===== config.mk =====
export PLATFORM = sky130hd
export DESIGN_NAME = spi_frame_seq
export DESIGN_NICKNAME = d
export VERILOG_FILES = /design/src/rtl/spi_seq_pkg.sv /design/src/rtl/spi_seq_fifo.sv /design/src/rtl/spi_seq_engine.sv /design/src/rtl/spi_frame_seq.sv
export SDC_FILE = /design/constraint.sdc
export NUM_CORES = 1
export LEC_CHECK = 0
export BUFFER_PORTS_ARGS = -buffer_cell sky130_fd_sc_hd__buf_2
export CORE_MARGIN = 4
export CORE_UTILIZATION = 62
export DETAILED_ROUTE_END_ITERATION = 16
export GPL_ROUTABILITY_DRIVEN = 1
export PLACE_DENSITY = 0.84
export SLEW_MARGIN = 5
export SYNTH_ARGS = -nofsm -noshare
export SYNTH_HDL_FRONTEND = slang
export SYNTH_SLANG_ARGS = --single-unit

===== constraint.sdc =====
create_clock -name clk -period 3.8 [get_ports clk]
set_clock_uncertainty 0.1 [all_clocks]
set_input_delay 0.19 -clock clk [delete_from_list [all_inputs] [get_ports clk]]
set_output_delay 0.19 -clock clk [all_outputs]
set_load 0.005 [all_outputs]

===== src/rtl/spi_seq_pkg.sv =====
package spi_seq_pkg;
  typedef enum logic [2:0] {
    SQ_IDLE, SQ_LOAD, SQ_LOW, SQ_HIGH, SQ_TAIL
  } seq_state_e;

  localparam logic [2:0] ADR_CTRL     = 3'd0;
  localparam logic [2:0] ADR_FRAME    = 3'd1;
  localparam logic [2:0] ADR_FRAME_UP = 3'd2;
  localparam logic [2:0] ADR_IEN      = 3'd3;
  localparam logic [2:0] ADR_STATUS   = 3'd4;
  localparam logic [2:0] ADR_TXDATA   = 3'd5;
  localparam logic [2:0] ADR_RXDATA   = 3'd6;

  localparam int CTL_EN_BIT   = 0;
  localparam int CTL_IDLE_BIT = 10;
  localparam int CTL_RATE_LSB = 24;

  localparam int ST_TXDONE = 0;
  localparam int ST_FRDONE = 1;
  localparam int ST_RXAVL  = 2;
  localparam int ST_TXSPC  = 3;
  localparam int ST_RXEMP  = 4;
  localparam int ST_TXFUL  = 5;
  localparam int ST_READY  = 7;

  localparam logic [7:0] FILL_BYTE = 8'hFF;
endpackage


===== src/rtl/spi_seq_fifo.sv =====
module spi_seq_fifo #(
  parameter int W     = 8,
  parameter int DEPTH = 8
) (
  input  logic         clk,
  input  logic         rst_n,
  input  logic         push,
  input  logic [W-1:0] din,
  input  logic         pop,
  output logic [W-1:0] dout,
  output logic         full,
  output logic         empty
);
  // DEPTH must be a power of two, at least 2
  localparam int AW = $clog2(DEPTH);

  logic [W-1:0] mem [DEPTH];
  logic [AW:0]  wr_q, rd_q;

  assign empty = (wr_q == rd_q);
  assign full  = (wr_q[AW] != rd_q[AW]) && (wr_q[AW-1:0] == rd_q[AW-1:0]);
  assign dout  = mem[rd_q[AW-1:0]];

  always_ff @(posedge clk) begin
    if (push && !full) mem[wr_q[AW-1:0]] <= din;
  end

  always_ff @(posedge clk or negedge rst_n) begin
    if (!rst_n) begin
      wr_q <= '0;
      rd_q <= '0;
    end else begin
      if (push && !full) wr_q <= wr_q + (AW+1)'(1);
      if (pop && !empty) rd_q <= rd_q + (AW+1)'(1);
    end
  end
endmodule


===== src/rtl/spi_seq_engine.sv =====
module spi_seq_engine
  import spi_seq_pkg::*;
#(
  parameter int CNT_W = 32
) (
  input  logic             clk,
  input  logic             rst_n,
  input  logic             en,
  input  logic             cpol,
  input  logic [3:0]       rate,
  input  logic             start,
  input  logic [CNT_W-1:0] total,
  input  logic [8:0]       cmd,
  input  logic             tx_empty,
  input  logic [7:0]       tx_data,
  output logic             tx_pop,
  input  logic             rx_full,
  output logic             rx_push,
  output logic [7:0]       rx_data,
  output logic             busy,
  output logic             tx_fin,
  output logic             rx_fin,
  output logic             cs_n,
  output logic             sclk,
  output logic             mosi,
  input  logic             miso
);
  localparam int DIV_W = 5;

  seq_state_e       st_q;
  logic [CNT_W-1:0] tot_q, idx_q;
  logic [8:0]       cmd_q;
  logic [DIV_W-1:0] div_q;
  logic [2:0]       bit_q;
  logic [7:0]       tsh_q, rsh_q;
  logic             keep_q;

  logic [DIV_W-1:0] half, half_m1, full_m1;
  logic             half_end, tail_end;
  logic             cmd_phase, from_fifo, keep_now, can_go, last_bit_end, last_byte;

  assign half     = (rate == 4'd0) ? DIV_W'(1) : {1'b0, rate};
  assign half_m1  = half - DIV_W'(1);
  assign full_m1  = {half[3:0], 1'b0} - DIV_W'(1);
  assign half_end = (div_q == half_m1);
  assign tail_end = (div_q == full_m1);

  assign cmd_phase = (cmd_q != 9'd0) && ({{(CNT_W-9){1'b0}}, cmd_q} > idx_q);
  assign from_fifo = cmd_phase || (cmd_q == 9'd0);
  assign keep_now  = !cmd_phase;
  assign can_go    = !(from_fifo && tx_empty) && !(keep_now && rx_full);

  assign last_bit_end = (st_q == SQ_HIGH) && half_end && (bit_q == 3'd0);
  assign last_byte    = (idx_q == tot_q - CNT_W'(1));

  assign tx_pop  = en && (st_q == SQ_LOAD) && can_go && from_fifo;
  assign rx_push = en && last_bit_end && keep_q;
  assign rx_data = rsh_q;
  assign tx_fin  = en && last_bit_end && last_byte;
  assign rx_fin  = en && (st_q == SQ_TAIL) && tail_end;
  assign busy    = (st_q != SQ_IDLE);

  assign cs_n = (st_q == SQ_IDLE);
  assign mosi = tsh_q[7];
  always_comb begin
    case (st_q)
      SQ_LOW:  sclk = 1'b0;
      SQ_HIGH: sclk = 1'b1;
      default: sclk = cpol;
    endcase
  end

  always_ff @(posedge clk or negedge rst_n) begin
    if (!rst_n) begin
      st_q   <= SQ_IDLE;
      tot_q  <= '0;
      idx_q  <= '0;
      cmd_q  <= '0;
      div_q  <= '0;
      bit_q  <= '0;
      tsh_q  <= '0;
      rsh_q  <= '0;
      keep_q <= 1'b0;
    end else if (!en) begin
      st_q  <= SQ_IDLE;
      div_q <= '0;
    end else begin
      case (st_q)
        SQ_IDLE: begin
          if (start && (total != '0)) begin
            tot_q <= total;
            cmd_q <= cmd;
            idx_q <= '0;
            st_q  <= SQ_LOAD;
          end
        end
        SQ_LOAD: begin
          if (can_go) begin
            tsh_q  <= from_fifo ? tx_data : FILL_BYTE;
            keep_q <= keep_now;
            bit_q  <= 3'd7;
            div_q  <= '0;
            st_q   <= SQ_LOW;
          end
        end
        SQ_LOW: begin
          if (half_end) begin
            rsh_q <= {rsh_q[6:0], miso};
            div_q <= '0;
            st_q  <= SQ_HIGH;
          end else begin
            div_q <= div_q + DIV_W'(1);
          end
        end
        SQ_HIGH: begin
          if (half_end) begin
            div_q <= '0;
            if (bit_q == 3'd0) begin
              idx_q <= idx_q + CNT_W'(1);
              st_q  <= last_byte ? SQ_TAIL : SQ_LOAD;
            end else begin
              tsh_q <= {tsh_q[6:0], 1'b0};
              bit_q <= bit_q - 3'd1;
              st_q  <= SQ_LOW;
            end
          end else begin
            div_q <= div_q + DIV_W'(1);
          end
        end
        SQ_TAIL: begin
          if (tail_end) begin
            div_q <= '0;
            st_q  <= SQ_IDLE;
          end else begin
            div_q <= div_q + DIV_W'(1);
          end
        end
        default: st_q <= SQ_IDLE;
      endcase
    end
  end
endmodule


===== src/rtl/spi_frame_seq.sv =====
module spi_frame_seq
  import spi_seq_pkg::*;
#(
  parameter int FIFO_DEPTH = 8,
  parameter int CNT_W      = 32
) (
  input  logic        clk,
  input  logic        rst_n,
  input  logic        bus_wr,
  input  logic        bus_rd,
  input  logic [2:0]  bus_addr,
  input  logic [31:0] bus_wdata,
  output logic [31:0] bus_rdata,
  output logic        irq,
  output logic        spi_cs_n,
  output logic        spi_sclk,
  output logic        spi_mosi,
  input  logic        spi_miso
);
  localparam int UP_W = CNT_W - 16;

  logic             en_q, cpol_q;
  logic [3:0]       rate_q;
  logic [15:0]      frame_lo_q;
  logic [8:0]       cmd_q;
  logic [UP_W-1:0]  up_q;
  logic [7:0]       ien_q;
  logic             txd_q, frd_q, rxa_q;

  logic wr_ctrl, wr_frame, wr_up, wr_ien, wr_stat, wr_tx, rd_rx;
  logic tx_full, tx_empty, tx_pop, rx_full, rx_empty, rx_push;
  logic [7:0] tx_dout, rx_dout, rx_din;
  logic busy, tx_fin, rx_fin, start, ready;
  logic [7:0] status;
  logic unused_wdata;

  assign unused_wdata = ^bus_wdata[31:28];

  assign wr_ctrl  = bus_wr && (bus_addr == ADR_CTRL);
  assign wr_frame = bus_wr && (bus_addr == ADR_FRAME);
  assign wr_up    = bus_wr && (bus_addr == ADR_FRAME_UP);
  assign wr_ien   = bus_wr && (bus_addr == ADR_IEN);
  assign wr_stat  = bus_wr && (bus_addr == ADR_STATUS);
  assign wr_tx    = bus_wr && (bus_addr == ADR_TXDATA);
  assign rd_rx    = bus_rd && (bus_addr == ADR_RXDATA);

  assign ready = en_q && !busy;
  assign start = wr_frame && ready;

  spi_seq_fifo #(.W(8), .DEPTH(FIFO_DEPTH)) u_txf (
    .clk(clk), .rst_n(rst_n), .push(wr_tx), .din(bus_wdata[7:0]),
    .pop(tx_pop), .dout(tx_dout), .full(tx_full), .empty(tx_empty)
  );

  spi_seq_fifo #(.W(8), .DEPTH(FIFO_DEPTH)) u_rxf (
    .clk(clk), .rst_n(rst_n), .push(rx_push), .din(rx_din),
    .pop(rd_rx), .dout(rx_dout), .full(rx_full), .empty(rx_empty)
  );

  spi_seq_engine #(.CNT_W(CNT_W)) u_eng (
    .clk(clk), .rst_n(rst_n), .en(en_q), .cpol(cpol_q), .rate(rate_q),
    .start(start), .total({up_q, bus_wdata[15:0]}), .cmd(bus_wdata[24:16]),
    .tx_empty(tx_empty), .tx_data(tx_dout), .tx_pop(tx_pop),
    .rx_full(rx_full), .rx_push(rx_push), .rx_data(rx_din),
    .busy(busy), .tx_fin(tx_fin), .rx_fin(rx_fin),
    .cs_n(spi_cs_n), .sclk(spi_sclk), .mosi(spi_mosi), .miso(spi_miso)
  );

  always_ff @(posedge clk or negedge rst_n) begin
    if (!rst_n) begin
      en_q       <= 1'b0;
      cpol_q     <= 1'b0;
      rate_q     <= 4'd0;
      frame_lo_q <= '0;
      cmd_q      <= '0;
      up_q       <= '0;
      ien_q      <= '0;
      txd_q      <= 1'b0;
      frd_q      <= 1'b0;
      rxa_q      <= 1'b0;
    end else begin
      if (wr_ctrl) begin
        en_q   <= bus_wdata[CTL_EN_BIT];
        cpol_q <= bus_wdata[CTL_IDLE_BIT];
        rate_q <= bus_wdata[CTL_RATE_LSB +: 4];
      end
      if (start) begin
        frame_lo_q <= bus_wdata[15:0];
        cmd_q      <= bus_wdata[24:16];
      end
      if (wr_up)  up_q  <= bus_wdata[UP_W-1:0];
      if (wr_ien) ien_q <= bus_wdata[7:0];
      // set wins over a same-cycle clear
      if (tx_fin) txd_q <= 1'b1;
      else if (wr_stat && bus_wdata[ST_TXDONE]) txd_q <= 1'b0;
      if (rx_fin) frd_q <= 1'b1;
      else if (wr_stat && bus_wdata[ST_FRDONE]) frd_q <= 1'b0;
      if (rx_push) rxa_q <= 1'b1;
      else if (wr_stat && bus_wdata[ST_RXAVL]) rxa_q <= 1'b0;
    end
  end

  always_comb begin
    status            = '0;
    status[ST_TXDONE] = txd_q;
    status[ST_FRDONE] = frd_q;
    status[ST_RXAVL]  = rxa_q;
    status[ST_TXSPC]  = !tx_full;
    status[ST_RXEMP]  = rx_empty;
    status[ST_TXFUL]  = tx_full;
    status[ST_READY]  = ready;
  end

  assign irq = |(status & ien_q);

  always_comb begin
    case (bus_addr)
      ADR_CTRL:     bus_rdata = {4'd0, rate_q, 13'd0, cpol_q, 9'd0, en_q};
      ADR_FRAME:    bus_rdata = {7'd0, cmd_q, frame_lo_q};
      ADR_FRAME_UP: bus_rdata = {{(32-UP_W){1'b0}}, up_q};
      ADR_IEN:      bus_rdata = {24'd0, ien_q};
      ADR_STATUS:   bus_rdata = {24'd0, status};
      ADR_RXDATA:   bus_rdata = {24'd0, rx_empty ? 8'd0 : rx_dout};
      default:      bus_rdata = '0;
    endcase
  end
endmodule


Yosys cells after proc, flatten, opt, wreduce, memory -nomap -nowiden:

Memory sizes are Yosys's and may differ from the RTL's.
Cells that the tools add are included.

* register bits after elaboration: 175
* RAM bits: 128
* word-level logic and storage cells: 172
* memories kept: 2

* $add $sub $neg: 10
* $lt $le $gt $ge: 1
* eq/ne operators: 30
* multiplexer cells: 41
* bitwise gates (word level): 1
* reductions and logical operators: 64

Memories
* u_rxf.mem: words 8, bits a word 8, rd ports 1, clocked after memory_dff 0, write ports 1, RTL line spi_seq_fifo.sv:17 `logic [W-1:0] mem [DEPTH];`
* u_txf.mem: words 8, bits a word 8, rd ports 1, clocked after memory_dff 0, write ports 1, RTL line spi_seq_fifo.sv:17

Operators by type and width (count)
* 28-bit one-hot mux with 6 select lines: 1
* 32-bit two-way mux: 3
* 32-bit one-hot mux with 2 select lines: 1
* 8-bit two-way mux: 5
* 1-bit logical AND: 33
* 3-bit two-way mux: 11
* 32-bit by 1-bit adder with 32-bit output (second input constant): 1
* 32-bit == test: 1
* 9-bit by 32-bit > comparator with 1-bit output: 1
* 32-bit nonzero test: 1
* 32-bit by 1-bit subtractor with 32-bit output (second input constant): 1
* 5-bit two-way mux: 4
* 4-bit by 1-bit adder with 4-bit output (second input constant): 4
* 8-bit one-hot mux with 2 select lines: 1
* 3-bit by 2-bit inequality test with 1-bit output (second input constant): 5
* 3-bit one-hot mux with 5 select lines: 1
* 5-bit one-hot mux with 3 select lines: 1
* 5-bit AND reduction: 3
* 3-bit by 2-bit == test with 1-bit output (second input constant): 4
* 3-bit == test (second input constant): 4
* 5-bit == test: 2
* 1-bit two-way mux: 10
* 2-bit nonzero test: 5
* 5-bit by 1-bit subtractor with 5-bit output (second input constant): 2
* 24 further kinds: 42

Depth between registers and ports, before layout:

Gate-level depths: netlist of the first run.

* word-level depth: 11
* gate-level depth with buffers: 14
* mapped depth without buffers: 11

By module:

Synthesis of the first run repeated with hierarchy kept, for this count alone.

* cell total of the unflattened synthesis: 1232
* area, all modules: 15667.5 um2

Modules (own cells, without submodules)
* spi_seq_engine: times used 1, cells an instance 708, area each 6573.8 um2, sequential area each 2527.4 um2
* spi_seq_fifo (u_rxf): times used 1, cells an instance 149, area each 3125.5 um2, sequential area each 2122.0 um2
* spi_seq_fifo (u_txf): times used 1, cells an instance 149, area each 3032.9 um2, sequential area each 2122.0 um2
* spi_frame_seq: times used 1, cells an instance 226, area each 2935.3 um2, sequential area each 1451.4 um2

Worst setup path before layout of the first run:

OpenSTA, ideal clock, no wires.

* path type: reg-to-reg
* from: register rate_q[3]
* to: memory u_rxf.mem[0][0] (enable)
* setup time: 0.383 ns
* data arrival time: 2.870 ns
* data required time: 3.317 ns
* slack: 0.447 ns
* cell stages (with the launch flop): 13
* buffers on the path: 2
* clock period less this slack: 3.353 ns
* cell sequence: dfrtp_1 buf_2 nor3_1 nor2_1 ha_1 xnor2_1 xor2_1 nand3_1 nor4_1 and3_1 clkbuf_1 nand2b_1 nor3_1

* word-level cells in the longest chain between the ends: 11

RTL lines
* from (decl): RTL line spi_frame_seq.sv:23 `logic [3:0] rate_q;`
* from (signal assigned): RTL line spi_frame_seq.sv:85 `rate_q <= bus_wdata[CTL_RATE_LSB +: 4];`
* 4-bit zero test: RTL line spi_seq_engine.sv:42 `assign half = (rate == 4'd0) ? DIV_W'(1) : {1'b0, rate};`
* 4-bit two-way mux (*): RTL line spi_seq_engine.sv:42
* 5-bit by 1-bit subtractor with 5-bit output (*): RTL line spi_seq_engine.sv:43 `assign half_m1 = half - DIV_W'(1);`
* 5-bit == test (*): RTL line spi_seq_engine.sv:45 `assign half_end = (div_q == half_m1);`
* 1-bit logical AND (*) (2 in a row): RTL line spi_seq_engine.sv:53 `assign last_bit_end = (st_q == SQ_HIGH) && half_end && (bit_q == 3'd0);`
* 1-bit logical AND (*) (2 in a row): RTL line spi_seq_engine.sv:57 `assign rx_push = en && last_bit_end && keep_q;`
* 1-bit logical AND (*): RTL line spi_seq_fifo.sv:25 `if (push && !full) mem[wr_q[AW-1:0]] <= din;`
* 1-bit two-way mux (*): RTL line spi_seq_fifo.sv:25
* 1-bit two-way mux (not written as such) (*): RTL line spi_seq_fifo.sv:25
* to (decl): RTL line spi_seq_fifo.sv:17

Every way passes the cells marked *; elsewhere a longest branch is shown, timed or not.

Worst setup path after layout of the first run:

* from: register rate_q[3]
* to: memory u_rxf.mem[7][2] (enable)

The elaborated chain is that of the path after synthesis.

==> metrics, run 1 <==
Inserted Clock Buffers 31; setup TNS 0 ns; P&R area growth vs syn 15.0%; largest net degree at the start of global routing 77; grt met1 use 0.393; CTS root buf clkbuf_16; area of the multi-input gates 6210 um2; Via-to-Cell Ratio 6.26; R2R Path Start rate_q[3]$_DFFE_PN0P_; hold slack 0.0313 ns; Final setup viols 0; Commonest cells post-synth nand2_1, dfrtp_1, edfxtp_1; number of setup buffers added after CTS 0; synthesized area per cell 11.7 um2; Global Route Usage Sum 0.285; count leader, synth nand2_1; register area 8220 um2; Die Height 163 um; first-pass GRT wire length 59400 um; top cells by area, synth dfrtp_1, edfxtp_1, mux4_2, mux2_2, nand2_1; clk slew on worst S/H paths 0.06 ns; share of layout cells above drive strength 1 0.202; routed vias 10700; iteration count of the initial detailed-routing pass 6; area leader, netlist dfrtp_1; drt initial violations 1265; Slew Limit Headroom 0.310; die area 26400 um2; drt wl/cell 21.7 um; maximum vdd drop 0.000496 V; Post-Syn Instances 1268; HP Class in -> reg; HP Start bus_wdata[7]; total core area 23500 um2; CTS Sinks 303; pre-CTS setup slack 0.382 ns; Final nets 1431; status finished clean; Pleak 0.00698 uW; gr ovfl total 0; Max FO, Critical Path 10; # diodes 0; Slew @ Worst Pin 1.03 ns; Worst Setup Path Type reg -> reg; H-Tree Depth 1; Post-Syn Area 14800 um2; CP Launch Type register; Final Critical Period 3.52 ns; r2r setup slk 0.28 ns; Initial Util 0.631; post-synthesis sequential element count 303; DRT Wirelength 37200 um; chip width 163 um; vias in the first global route 10800; CTS tree yes; YS warnings 0; io pins 76; EDFF count, synth 128; Worst Hold End u_eng.tot_q[7]$_DFFE_PN0P_; worst setup margin 0.282 ns; Fin. Hold Viols 0; main flop type after synthesis dfrtp_1; CP Capture Type register; Final Cycle Share 0.926; Worst-Skew Late Latency 0.57 ns; FF-to-FF End u_rxf.mem[7][2]$_DFFE_PP_; sequential cell area fraction in the yosys report 0.555; met3 Usage GRT 0.0481; row count 56; dpl hpwl 24100 um; routability congestion estimate 0.929; Synth async-reset ratio 0.578; DRC 0; Filler cells 1497; RSZ-0062 raised after global routing no; GRT busiest layer met2; r2r worst-path depth 11; max-slew violations 0; antenna violations before repair 0; antenna-violating nets left 0; clk buf depth 3; maximum clock frequency 0.284 GHz; IO buf count 67; Pwr Density 645 nW/um2; Yosys top cell area share 0.296; WHS Path Cells 4; worst path arrival time 3.69 ns; MaxCap Viol Count 0; M2 GR Usage 0.459; Crit path required time 3.97 ns; Netlist cell types 78
==> routing by layer <==
layer,wire length [um],part of all wire
met4,1650,0.044
met1,14700,0.40
met5,0,0
met2,17700,0.47
met3,3210,0.086
==> critical path: stages, from the launching register on <==
cell	delay (ns)
dfrtp_1	0.48
nor3_1	0.21
nor2_1	0.08
ha_1	0.23
xnor2_1	0.26
xor2_1	0.19
nand3_1	0.28
nor4_2	0.40
and3_1	0.38
nand2_1	0.17
nor2_1	0.23
buf_4	0.23
==> flip-flops by register name (all words and copies together) (netlist names), 5 cells and up <==
register / cells
cmd_q: 9
frame_lo_q: 16
ien_q: 8
u_eng.cmd_q: 9
u_eng.div_q: 5
u_eng.idx_q: 32
u_eng.rx_data: 8
u_eng.tot_q: 32
u_eng.tsh_q: 8
u_rxf.mem: 64
u_txf.mem: 64
up_q: 16
==> worst max path at each step <==
stage | depth (start not counted) | from | slack, ns | end
5_1_grt | 11 | rate_q[3]$_DFFE_PN0P_ | 0.07 | u_rxf.mem[7][2]$_DFFE_PP_
6_report | 11 | rate_q[3]$_DFFE_PN0P_ | 0.28 | u_rxf.mem[7][2]$_DFFE_PP_
4_1_cts | 11 | rate_q[3]$_DFFE_PN0P_ | 0.25 | u_rxf.mem[7][2]$_DFFE_PP_
3_3_place_gp | 10 | u_eng.tot_q[0]$_DFFE_PN0P_ | 0.53 | txd_q$_DFFE_PN0P_
3_5_place_dp | 11 | rate_q[3]$_DFFE_PN0P_ | 0.38 | u_rxf.mem[7][1]$_DFFE_PP_
2_1_floorplan | 12 | rate_q[3]$_DFFE_PN0P_ | 0.45 | u_rxf.mem[0][0]$_DFFE_PP_
==> cell type report <==
type | instances | share of cell area
clock buffer | 38 | 0.0500
clock inverter | 18 | 0.0159
inverter | 34 | 0.00749
multi-input combinational | 867 | 0.365
sequential | 303 | 0.483
tap | 319 | 0.0234
timing repair buffer | 135 | 0.0558
==> stage by stage <==
stage | std cells | power [uW] | utilization | area, um2
after global routing | 1714 | 11600 | 0.726 | 17000
final | 1714 | 11000 | 0.726 | 17000
after CTS | 1714 | 11000 | 0.725 | 17000
after floorplan | 1271 | 6740 | - | 14800
after detailed placement | 1629 | 7600 | 0.665 | 15600
after global placement | 1629 | 7430 | 0.665 | 15600
==> cells in the final DEF, fill, tap and decap left out, drive strengths merged, types with 4 or more instances in the layout <==
cell type,count
clkbuf,38
a22o,11
o211ai,6
bufinv,6
clkinv,10
and3,7
nor2b,13
xor2,29
nor4b,6
nor2,76
nand2,187
a21oi,32
or3,19
edfxtp,128
conb,4
ha,19
mux2,65
a31oi,7
nor3b,6
buf,106
o221ai,5
or4,7
dfrtp,175
dlygate4sd3,29
and2,17
nand4,13
nor4,34
nor3,39
mux4,33
o22ai,11
nand3,25
inv,34
mux2i,28
a22oi,14
and4,4
nand2b,12
xnor2,55
o21ai,41
==> cells by family (layout without fill, tap and decap cells) <==
| logic type | after synthesis | in the layout | synth area share |
|---|---|---|---|
| XOR/XNOR | 84 | 84 | 0.0497 |
| buffers and inverters | 101 | 225 | 0.0280 |
| other | 1 | 4 | 0.000253 |
| flip-flops | 303 | 303 | 0.555 |
| AO/OA/AOI/OAI | 158 | 158 | 0.0705 |
| multiplexers | 126 | 126 | 0.118 |
| adder cells (fa/ha/maj) | 19 | 19 | 0.0160 |
| AND/OR/NAND/NOR | 476 | 476 | 0.162 |
==> power breakdown <==
part	internal [uW]	total [uW]	switching, uW
logic	1350	2930	1580
registers	4010	4740	733
clock network	2000	3310	1310
==> timing repair <==
item / in CTS / in global routing
setup endpoints to repair: 0 / 18
hold endpoints to repair: 168 / 0
hold buffers: 29 / 0
gates resized for setup: 0 / 1
(Power assumes the default switching activity.)
==> inputs of run 2 (changes only) <==
ABC_AREA = 1   (was default)
PLACE_DENSITY = 0.83   (was 0.84)
==> run 2 against run 1 <==
  * Power grew 8.1%
  * Worst setup slack improved by 0.25 ns
  * Utilization down 0.88 points
  * Area after synthesis rose by 3.2%
  * Register-to-register slack gained 0.25 ns
  * Die area is 3.0% higher
  * Worst hold slack improved by 0.0020 ns
  * Non-clock buffer count shrank 8
  * Sequential cell count unchanged
  * Critical endpoint is now u_rxf.mem[0][1]$_DFFE_PP_
  * Largest cell class unchanged
==> metrics, run 2 <==
Post-Syn Area 15300 um2 (was 14800 um2); share of layout cells above drive strength 1 0.0891 (was 0.202); Pwr Density 681 nW/um2 (was 645 nW/um2); post-synthesis sequential element count 303 (unchanged); first-pass GRT wire length 67900 um (was 59400 um); setup TNS 0 ns (unchanged); # diodes 0 (unchanged); clk slew on worst S/H paths 0.07 ns (was 0.06 ns); CP Launch Type register (unchanged); Global Route Usage Sum 0.320 (was 0.285); Final Critical Period 3.27 ns (was 3.52 ns); gr ovfl total 0 (unchanged); P&R area growth vs syn 14.0% (was 15.0%); Final nets 1943 (was 1431); Max stage delay cell, worst path dfrtp_1 (unchanged); max-slew violations 0 (unchanged); worst-path cell chain nor2_1, a21oi_2, ha_1, xor2_1, nand2_1, nand3_1, a21oi_1, nand2_1, nor3b_1, nand2_1, nor2_2, nand2_1, nor3_1, buf_4 (was nor3_1, nor2_1, ha_1, xnor2_1, xor2_1, nand3_1, nor4_2, and3_1, nand2_1, nor2_1, buf_4); Max FO, Critical Path 5 (was 10); CTS Sinks 303 (unchanged); pre-CTS setup slack 0.596 ns (was 0.382 ns); EDFF count, synth 128 (unchanged); Comb pwr share 0.320 (was 0.267); register share of total power 0.399 (was 0.431); iteration count of the initial detailed-routing pass 5 (was 6); top cells by area, synth dfrtp_1, edfxtp_1, nand2_1, nor2_1, o21ai_0 (was dfrtp_1, edfxtp_1, mux4_2, mux2_2, nand2_1); area leader, netlist dfrtp_1 (unchanged); Initial Util 0.629 (was 0.631); antenna-violating nets left 0 (unchanged); design area 17400 um2 (was 17000 um2); Commonest cells post-synth nand2_1, nor2_1, dfrtp_1 (was nand2_1, dfrtp_1, edfxtp_1); YS warnings 0 (unchanged); Synth async-reset ratio 0.578 (unchanged); hold buffers post-CTS 33 (was 29); dpl hpwl 30200 um (was 24100 um); die area 27200 um2 (was 26400 um2); Fin. Hold Viols 0 (unchanged); Slew @ Worst Pin 0.995 ns (was 1.03 ns); worst path arrival time 3.46 ns (was 3.69 ns); clock share of power 0.281 (was 0.302); Crit path required time 3.99 ns (was 3.97 ns); CP delay by family, top simple AND/OR/NAND/NOR gates (unchanged); Final setup viols 0 (unchanged); Via-to-Cell Ratio 5.96 (was 6.26); CTS tree yes (unchanged); commonest non-fill, non-tap cell in the layout nand2_1 (unchanged); most frequent cells in the layout nand2_1, nor2_1, dfrtp_1, o21ai_0, inv_1 (was nand2_1, dfrtp_1, edfxtp_1, nor2_1, buf_2); Sw Share 0.378 (was 0.330); maximum vdd drop 0.000623 V (was 0.000496 V); drt wl/cell 19.2 um (was 21.7 um); routability congestion estimate 0.988 (was 0.929); main flop type after synthesis dfrtp_1 (unchanged); Die Height 165 um (was 163 um); chip width 165 um (was 163 um); CTS root buf clkbuf_16 (unchanged); P_sw 4490 uW (was 3620 uW); largest net degree at the start of global routing 100 (was 77); sequential cell area fraction in the yosys report 0.538 (was 0.555); clk buf depth 3 (unchanged); Inserted Clock Buffers 30 (was 31); drt initial violations 1643 (was 1265); Resize count post-CTS 0 (unchanged); total core area 24300 um2 (was 23500 um2); max incr delay on CP 0.40 ns (was 0.48 ns); placed inst area 16000 um2 (was 15600 um2); synthesized area per cell 8.56 um2 (was 11.7 um2); most frequent CP cell nand2_1 (was nor2_1); CP Capture Type register (unchanged); internal power 7380 uW (was 7360 uW); H-Tree Depth 1 (unchanged); worst setup margin 0.528 ns (was 0.282 ns); Yosys top cell area share 0.286 (was 0.296); io pins 76 (unchanged); DRC 0 (unchanged); row count 57 (was 56); number of setup buffers added after CTS 0 (unchanged); DRT Wirelength 42900 um (was 37200 um); CP Buf/Inv Count 1 (unchanged); antenna violations before repair 0 (unchanged); maximum clock frequency 0.306 GHz (was 0.284 GHz); Post-Syn Instances 1787 (was 1268); routed vias 13300 (was 10700); Netlist cell types 47 (was 78); status finished clean (unchanged); HP Class in -> reg (unchanged); MaxCap Viol Count 0 (unchanged); IO buf count 67 (unchanged); Worst Setup Path Type reg -> reg (unchanged); Worst-Skew Late Latency 0.57 ns (about the same); count leader, synth nand2_1 (unchanged); Pleak 0.00766 uW (was 0.00698 uW); Final Cycle Share 0.861 (was 0.926); vias in the first global route 12700 (was 10800); Slew Limit Headroom 0.337 (was 0.310); RSZ-0062 raised after global routing no (unchanged)
## run 2: worst paths after layout
| kind | start | end | slack [ns] | depth (start not counted) |
|---|---|---|---|---|
| worst max-delay path | rate_q[2]$_DFFE_PN0P_ | u_rxf.mem[0][1]$_DFFE_PP_ | 0.53 | 14 |
| worst min-delay path | bus_addr[0] | u_rxf.rd_q[0]$_DFFE_PN0P_ | 0.03 | 4 |
| worst max register to register | rate_q[2]$_DFFE_PN0P_ | u_rxf.mem[0][1]$_DFFE_PP_ | 0.53 | 14 |
| worst min register to register | u_eng.tsh_q[7]$_DFFE_PN0P_ | u_eng.tsh_q[7]$_DFFE_PN0P_ | 0.39 | 2 |
| max in group asynchronous | rst_n | cmd_q[1]$_DFFE_PN0P_ | 2.35 | 3 |
| min in group asynchronous | rst_n | u_txf.wr_q[1]$_DFFE_PN0P_ | 0.20 | 2 |
## run 2: final cells by class
type	instances	area (um2)
repair buffers	127	875
clock inverters	17	279
inverters	173	649
multi-input cells	1249	6160
well taps	324	405
clock buffers	39	845
fillers	1810	6890
flip-flops and latches	303	8220
## run 2: worst min-delay path, stage by stage
cell     delay, ns
buf_2         0.15
nor4_4        0.10
nand2_1       0.14
xor2_1        0.08
## run 2: logic make-up (layout without fill, tap and decap cells)
family | after synthesis | after routing | share of synthesized area
other | 1 | 4 | 0.000245
XOR/XNOR | 66 | 66 | 0.0378
AND/OR/NAND/NOR | 871 | 871 | 0.237
flip-flops | 303 | 303 | 0.538
AO/OA/AOI/OAI | 287 | 287 | 0.109
buffers and inverters | 238 | 356 | 0.0606
adder cells (fa/ha/maj) | 19 | 19 | 0.0155
multiplexers | 2 | 2 | 0.00147
## run 2: routing by layer
layer	up-vias	GRT usage	routed length, um	part of all wire
li1	6149	-	-	-
met1	6352	0.446	16900	0.40
met2	711	0.514	20300	0.47
met3	87	0.0604	4340	0.10
met4	0	0.101	1300	0.030
met5	-	0	0	0
## run 2: power groups by stage
stage	Clock, uW	Sequential (uW)	Combinational, uW
after detailed placement	0	4760	3670
final	3330	4740	3800
after global placement	0	4730	3520
after CTS	3350	4700	3750
after global routing	3500	4800	4320
after floorplan	0	4470	2760
## run 2: through the flow
step                total power, uW  hold slack, ns  utilization  instances
floorplan                      7230          -0.206            -       1790
global placement               8250           0.249        0.657       2143
detailed placement             8430           0.264        0.657       2143
CTS                           11800         0.00655        0.717       2232
global route                  12600          0.0451        0.717       2232
finish                        11900          0.0332        0.717       2232
